File: src/rtl/wdog_supervisor.sv
module wdog_supervisor #(
  parameter int CLK_HZ        = 24_000_000,
  parameter int TICK_HZ       = 1_000,
  parameter int TIMEOUT_TICKS = 120,
  parameter int PULSE_TICKS   = 200
) (
  input  logic clk,
  input  logic rst_n,
  input  logic kick_in,
  output logic wd_rst_n
);

  localparam int DIV    = CLK_HZ / TICK_HZ;
  localparam int DIV_W  = $clog2(DIV + 1);
  localparam int WIN_W  = $clog2(TIMEOUT_TICKS + 1);
  localparam int PLS_W  = $clog2(PULSE_TICKS + 1);
  localparam logic [DIV_W-1:0] DIV_LAST = DIV_W'(DIV - 1);
  localparam logic [WIN_W-1:0] WIN_FULL = WIN_W'(TIMEOUT_TICKS);
  localparam logic [PLS_W-1:0] PLS_FULL = PLS_W'(PULSE_TICKS);

  logic             sync1, sync2, sync3;
  logic             hold;
  logic [DIV_W-1:0] div_cnt;
  logic [WIN_W-1:0] win_cnt;
  logic [PLS_W-1:0] pulse_cnt;

  wire kick = sync2 ^ sync3;
  wire tick = (div_cnt == DIV_LAST);

  assign wd_rst_n = ~hold;

  always_ff @(posedge clk or negedge rst_n) begin
    if (!rst_n) begin
      sync1 <= 1'b0;
      sync2 <= 1'b0;
      sync3 <= 1'b0;
    end else begin
      sync1 <= kick_in;
      sync2 <= sync1;
      sync3 <= sync2;
    end
  end

  always_ff @(posedge clk or negedge rst_n) begin
    if (!rst_n) begin
      hold      <= 1'b1;
      pulse_cnt <= PLS_FULL;
      win_cnt   <= WIN_FULL;
      div_cnt   <= '0;
    end else if (hold) begin
      if (tick) begin
        div_cnt <= '0;
        if (pulse_cnt == PLS_W'(1)) begin
          hold    <= 1'b0;
          win_cnt <= WIN_FULL;
        end else begin
          pulse_cnt <= pulse_cnt - PLS_W'(1);
        end
      end else begin
        div_cnt <= div_cnt + DIV_W'(1);
      end
    end else if (kick) begin
      win_cnt <= WIN_FULL;
      div_cnt <= '0;
    end else if (tick) begin
      div_cnt <= '0;
      if (win_cnt == WIN_W'(1)) begin
        hold      <= 1'b1;
        pulse_cnt <= PLS_FULL;
      end else begin
        win_cnt <= win_cnt - WIN_W'(1);
      end
    end else begin
      div_cnt <= div_cnt + DIV_W'(1);
    end
  end

  AST_KICK_RELOADS: assert property (@(posedge clk) disable iff (!rst_n)
    (!hold && (sync2 != sync3)) |=> (win_cnt == WIN_FULL && div_cnt == '0));

  AST_NO_EARLY_TRIP: assert property (@(posedge clk) disable iff (!rst_n)
    (!hold && win_cnt > WIN_W'(1)) |=> !hold);

  AST_COUNT_RANGE: assert property (@(posedge clk) disable iff (!rst_n)
    (win_cnt <= WIN_FULL && pulse_cnt <= PLS_FULL && div_cnt <= DIV_LAST));

  AST_PULSE_FULL: assert property (@(posedge clk) disable iff (!rst_n)
    $rose(hold) |-> (pulse_cnt == PLS_FULL));

  AST_WINDOW_FULL: assert property (@(posedge clk) disable iff (!rst_n)
    $fell(hold) |-> (win_cnt == WIN_FULL));

  AST_HOLD_IGNORES_KICK: assert property (@(posedge clk) disable iff (!rst_n)
    (hold && pulse_cnt > PLS_W'(1)) |=> hold);

endmodule

File: config.mk
export PLATFORM = sky130hd
export DESIGN_NAME = wdog_supervisor
export DESIGN_NICKNAME = d
export VERILOG_FILES = /design/src/rtl/wdog_supervisor.sv
export SDC_FILE = /design/constraint.sdc
export NUM_CORES = 1
export LEC_CHECK = 0
export BUFFER_PORTS_ARGS = -buffer_cell sky130_fd_sc_hd__buf_2
export CORE_ASPECT_RATIO = 1.4
export CORE_MARGIN = 2
export CORE_UTILIZATION = 55
export DETAILED_ROUTE_END_ITERATION = 16
export GPL_TIMING_DRIVEN = 0
export PLACE_DENSITY = 0.72
export SYNTH_ARGS = -nofsm -noshare
export SYNTH_HDL_FRONTEND = slang
export SYNTH_SLANG_ARGS = --single-unit
File: constraint.sdc
create_clock -name clk -period 3.4 [get_ports clk]
set_clock_uncertainty 0.1 [all_clocks]
set_input_delay 0.17 -clock clk [delete_from_list [all_inputs] [get_ports clk]]
set_output_delay 0.17 -clock clk [all_outputs]
set_load 0.02 [all_outputs]
==> results of run 1 <==
-- final cells by class --
cell class              instances  area, um2  area share
multi-input cells             127        883       0.449
flip-flops and latches         34        861       0.437
clock buffers                   8       90.1      0.0458
well taps                      39       48.8      0.0248
inverters                      11       41.3      0.0210
repair buffers                  5       35.0      0.0178
plain buffers                   2       8.76     0.00445
-- synth_stat cells (all sizes together) (2+ instances only) --
library cell	instances	share of area
or3	6	0.021
o221a	5	0.031
o22ai	2	0.0070
ha	5	0.035
a21o	2	0.0091
a21oi	10	0.030
nand4	4	0.014
nor4	4	0.017
nor2	18	0.038
xnor2	5	0.024
nand3	9	0.025
a31oi	3	0.010
nand2b	2	0.0070
and3	2	0.0070
xor2	6	0.029
or4	8	0.040
dfstp	8	0.12
nand2	10	0.021
inv	11	0.023
dfrtp	26	0.36
o31ai	2	0.0084
o21ai	6	0.017
-- stage by stage --
step / hold WS [ns] / total power [mW] / area (um2) / util
finish: 0.255 / 0.860 / 1970 / 0.630
global route: 0.267 / 0.896 / 1970 / 0.630
CTS: 0.259 / 0.864 / 1970 / 0.630
detailed placement: 0.173 / 0.556 / 1860 / 0.595
global placement: 0.168 / 0.549 / 1860 / 0.595
floorplan: -0.226 / 0.526 / 1790 / -
-- cells by family (layout without fill, tap and decap cells) --
| logic type | after synthesis | count (layout) | synth area share |
|---|---|---|---|
| xor+xnor | 11 | 11 | 0.0537 |
| fa+ha+maj | 5 | 5 | 0.0349 |
| flops | 34 | 34 | 0.480 |
| simple gates | 70 | 70 | 0.223 |
| compound gates | 40 | 40 | 0.174 |
| mux | 1 | 1 | 0.00628 |
| buf+inv | 13 | 26 | 0.0279 |
-- power breakdown --
group / internal (mW) / total [mW] / leakage (nW) / switching, mW
Combinational: 0.0418 / 0.0900 / 0.305 / 0.0482
Clock: 0.165 / 0.308 / 0.0455 / 0.143
Sequential: 0.437 / 0.462 / 0.436 / 0.0254
Total: 0.644 / 0.860 / 0.786 / 0.216
-- sequential cells by signal (all words and copies together), names as in the netlist --
name	cells
div_cnt	15
sync1	1
hold	1
pulse_cnt	8
sync2	1
sync3	1
win_cnt	7
-- per-layer routing --
| layer | wire length (um) | GRT usage | part of all wire |
|---|---|---|---|
| met5 | 0 | 0 | 0 |
| met1 | 1500 | 0.261 | 0.43 |
| met2 | 1850 | 0.378 | 0.52 |
| met4 | 69 | 0.103 | 0.020 |
| met3 | 104 | 0.0563 | 0.030 |
-- path summary, 6_finish.rpt --
| check | slack [ns] | start | to |
|---|---|---|---|
| worst max register to register | 0.85 | div_cnt[6] | win_cnt[1] |
| max in group asynchronous | 2.35 | rst_n | div_cnt[7] |
| worst min register to register | 0.26 | sync1 | sync2 |
| worst max-delay path | 0.85 | div_cnt[6] | win_cnt[1] |
| min in group asynchronous | 0.38 | rst_n | win_cnt[2] |
| worst min-delay path | 0.26 | sync1 | sync2 |
==> metrics.md, run 1 <==
| Metric | Value |
|---|---|
| Status | `finished clean` |
| RSZ-0062 raised after global routing | `no` |
| Hold buffers post-CTS | `2` |
| Crit path depth | `4` |
| IO Port Bufs | `3` |
| Routed via count | `1,409` |
| First-pass GRT wire length | `6240 um` |
| Total track usage | `0.223` |
| Synth Flop Type | `dfrtp_1` |
| WL final | `3520 um` |
| Vias in the first global route | `1,450` |
| Power Density | `437 nW/um2` |
| Worst setup SP type | `register` |
| DIE WIDTH | `52.3 um` |
| Antenna-violating nets left | `0` |
| Mean post-synth cell area | `10.3 um2` |
| Slew headroom | `0.459` |
| WL/cell | `15.6 um` |
| Worst path bufs/invs | `0` |
| Tcrit/Tclk final | `0.751` |
| Worst path top cell family by delay | `simple AND/OR/NAND/NOR gates` |
| Worst vdd ir | `0.412 mV` |
| Max_cap viols | `0` |
| Setup WS pre-CTS | `0.860 ns` |
| Placed cells | `216` |
| Fin cells | `approximately 230` |
| Initial detailed-routing violation count | `44` |
| Nets | `194` |
| Setup TNS | `0 ns` |
| Dpl hpwl | `around 2500 um` |
| Worst-path fanout max | `8` |
| Synthesis Warnings | `0` |
| Max incr delay on CP | `a little over 0.7 ns` |
| Clock-pin slew on the worst setup and hold paths | `0.07 ns` |
| Starting Density | `0.575` |
| CTS max path bufs | `2` |
| Crit-path slowest cell | `nor4_2` |
| Setup crit end kind | `register` |
| Worst slew pin tran | `between 0.8 and 0.9 ns` |
| Latest clock arrival within the worst-skew pair | `0.29 ns` |
| Crit path kind | `register to register` |
| DIE HEIGHT | `71.6 um` |
| Synthesized flop and latch total | `34` |
| Die footprint | `3740 um2` |
| Placer Congestion | `0.767` |
| Commonest non-fill, non-tap cell in the layout | `dfrtp_1` |
| Largest net degree at the start of global routing | `35` |
| DRT Pass-1 Iters | `4` |
| Hold Fails Final Rpt | `0` |
| Slew Viols, Final | `0` |
| Clock Tree Root | `clkbuf_8` |
| Cts bufs inserted | `5` |
| Seq/Total Area, Yosys | `0.480` |
| Vias per cell | `6.23` |
| HP Class | `register to register` |
| Post-synthesis async set-or-reset flop share | `1.00` |
| Initial antenna violation count | `0` |
| Post CTS Setup Buffer Count | `0` |
| Crit path time final | `2.55 ns` |
| Cell Chain, Critical Path | `or4b_4 > nor4_2 > o211a_4 > mux2_2` |
| Worst endpoint data arrival time | `2.63 ns` |
| Leakage power total | `0.786 nW` |
| Syn Nets | `182` |
| Mapped Area | `roughly 1800 um2` |
| Library cells used by synthesis | `47` |
| Aggregate global routing overflow | `0` |
| Post-synth EDFFs | `0` |
| Area growth syn-to-layout | `9.69%` |
| Residual DRC | `0` |
| Fin worst setup slack | `0.845 ns` |
| Reg2Reg Depth | `4` |
| Cells after synthesis | `174` |
| Htree depth | `2` |
| Worst EP required | `3.48 ns` |
| Layout cells sized above 1 | `0.198` |
| Ant diodes | `0` |
| Fmax | `0.391 GHz` |
| # resized after CTS | `0` |
| Filler instances | `268` |
| Most frequent cells in the layout | `dfrtp_1 (26), nor2_1 (18), inv_1 (11), nand2_1 (10)` |
| Clock sink total | `34` |
| Core area | `approximately 3100 um2` |
| CTS tree | `built` |
| # IOs | `4` |
| Site row count | `24` |
| Min-Delay Path Depth | `0` |
| Final setup viols | `0` |
Power figures use the tool's default switching activity.
==> run 2: changes to the inputs <==
--- a/config.mk
+++ b/config.mk
@@ -11,7 +11,7 @@
 export CORE_UTILIZATION = 55
 export DETAILED_ROUTE_END_ITERATION = 16
 export GPL_TIMING_DRIVEN = 0
-export PLACE_DENSITY = 0.72
+export PLACE_DENSITY = 0.75
 export SYNTH_ARGS = -nofsm -noshare
 export SYNTH_HDL_FRONTEND = slang
 export SYNTH_SLANG_ARGS = --single-unit
==> constraint.sdc (replaced) <==
create_clock -name clk -period 2.28 [get_ports clk]
set_clock_uncertainty 0.1 [all_clocks]
set_input_delay 0.114 -clock clk [delete_from_list [all_inputs] [get_ports clk]]
set_output_delay 0.114 -clock clk [all_outputs]
set_load 0.02 [all_outputs]
==> metrics.md, run 2 (synthesized netlist as in run 1, its figures left out) <==
| Metric | Value |
|---|---|
| Status | `finished clean` |
| DIE HEIGHT | `71.6 um` |
| Busiest grt layer | `met2` |
| DRT Pass-1 Iters | `4` |
| Nets | `195` |
| Ant diodes | `0` |
| IO Port Bufs | `3` |
| Placer Congestion | `approximately 0.82` |
| Site row count | `24` |
| Met2 usage | `0.367` |
| Min-Delay Path Depth | `0` |
| Launch point of the worst hold path | `sync1` |
| Setup crit end kind | `register` |
| Worst-path fanout max | `7` |
| RR Startpoint | `pulse_cnt[5]` |
| Most frequent cells in the layout | `dfrtp_1 (26), nor2_1 (18), inv_1 (11), nand2_1 (10)` |
| Hold Fails Final Rpt | `0` |
| Fmax | `0.449 GHz` |
| Area growth syn-to-layout | `12.6%` |
| Filler instances | `248` |
| Residual DRC | `0` |
| RSZ-0062 raised after global routing | `no` |
| Worst EP required | `2.35 ns` |
| Cts bufs inserted | `5` |
| Max_cap viols | `0` |
| Worst endpoint data arrival time | `2.30 ns` |
| Initial detailed-routing violation count | `38` |
| RR Endpoint | `win_cnt[1]` |
| Total track usage | `0.214` |
| Slew Viols, Final | `0` |
| Top reg by flops | `div_cnt` |
| HP Class | `register to register` |
| Min-Delay Endpoint | `sync2` |
| Final hold slack | `0.240 ns` |
| Crit path time final | `2.23 ns` |
| Core area | `about 3100 um2` |
| Clock Tree Root | `clkbuf_8` |
| Reg2Reg Depth | `4` |
| Initial antenna violation count | `0` |
| Vias in the first global route | `1,394` |
| Crit path kind | `register to register` |
| Clock sink total | `34` |
| Starting Density | `0.575` |
| Power Density | `roughly 630 nW/um2` |
| Die footprint | `3740 um2` |
| Dpl hpwl | `2410 um` |
| Routed via count | `1,409` |
| WL final | `3440 um` |
| CTS tree | `built` |
| Leakage power total | `0.810 nW` |
| Aggregate global routing overflow | `0` |
| Regs by FF count | `div_cnt x15, pulse_cnt x8, win_cnt x7` |
| Slew headroom | `0.518` |
| # IOs | `4` |
| Latest clock arrival within the worst-skew pair | `0.29 ns` |
| WL/cell | `15.1 um` |
| Reg-to-reg setup timing slack | `about 0.053 ns` |
| GR Util met3 | `0.0500` |
| Pwr Total | `1.28 mW` |
| DIE WIDTH | `approximately 52 um` |
| Met1 track demand over resource | `0.250` |
| Antenna-violating nets left | `0` |
| Tcrit/Tclk final | `0.977` |
| Fin cells | `227` |
| Largest net degree at the start of global routing | `35` |
| Commonest non-fill, non-tap cell in the layout | `dfrtp_1` |
| Worst setup SP type | `register` |
| Clock-pin slew on the worst setup and hold paths | `0.07 ns` |
| Max reg flops | `15` |
| CTS max path bufs | `2` |
| Worst vdd ir | `0.432 mV` |
| Vias per cell | `6.21` |
| Worst slew pin tran | `0.723 ns` |
| Htree depth | `2` |
| Layout cells sized above 1 | `0.223` |
| Final setup viols | `0` |
| Placed cells | `216` |
| First-pass GRT wire length | `5980 um` |
## run 2: cell count changes in the layout (fill, tap and decap cells not counted), sizes merged
cell	change
clkinv	+1
clkbuf	-1
buf	+1
## run 2: final cells by class
| class | instances | area, um2 | area share |
|---|---|---|---|
| Buffer | 2 | 11.3 | 0.00558 |
| Clock inverter | 1 | 5.00 | 0.00248 |
| Tap cell | 39 | 48.8 | 0.0242 |
| Timing Repair Buffer | 6 | 42.5 | 0.0211 |
| Clock buffer | 7 | 86.3 | 0.0428 |
| Multi-Input combinational cell | 127 | 923 | 0.457 |
| Inverter | 11 | 41.3 | 0.0204 |
| Sequential cell | 34 | 861 | 0.426 |
## run 2: worst max-delay path by stage
stage                 startpoint           end  cells after the start
detailed placement   div_cnt[13]    win_cnt[1]                      4
global route        pulse_cnt[5]  pulse_cnt[7]                      4
floorplan            div_cnt[13]    win_cnt[1]                      4
CTS                 pulse_cnt[5]    win_cnt[1]                      4
finish              pulse_cnt[5]    win_cnt[1]                      4
global placement      div_cnt[6]    win_cnt[1]                      4
## run 2: report_power, final
| part | internal [mW] | switching, mW |
|---|---|---|
| sequential | 0.651 | 0.0370 |
| combinational | 0.0633 | 0.0708 |
| clock | 0.243 | 0.213 |
| total | 0.958 | 0.321 |
## run 2: timing repair
action,4_1_cts,5_1_grt
pin swaps,2,2
endpoints found under the setup margin,18,3
endpoints found under the hold margin,27,0
hold buffers,2,0
gates resized for setup,7,1
buffers inserted,0,1
## run 2: worst max-delay path, cell delays in order, from the launching register on
cell     delay [ns]
dfrtp_1        0.41
or4_4          0.58
o41ai_4        0.39
o211a_4        0.29
mux2_2         0.34
## run 2: metal layers
metal / wire length (um) / share of wire
met3: 81 / 0.024
met4: 79 / 0.023
met1: 1490 / 0.43
met2: 1790 / 0.52
met5: 0 / 0
## run 2: per-stage QoR
step           area, um2  utilization  setup slack, ns  setup TNS (ns)
2_1_floorplan       1790            -           0.0118               0
3_3_place_gp        1860        0.595           -0.216           -1.22
3_5_place_dp        1860        0.595           -0.231           -1.55
4_1_cts             2010        0.643           0.0217               0
5_1_grt             2020        0.647           0.0154               0
6_report            2020        0.647           0.0528               0
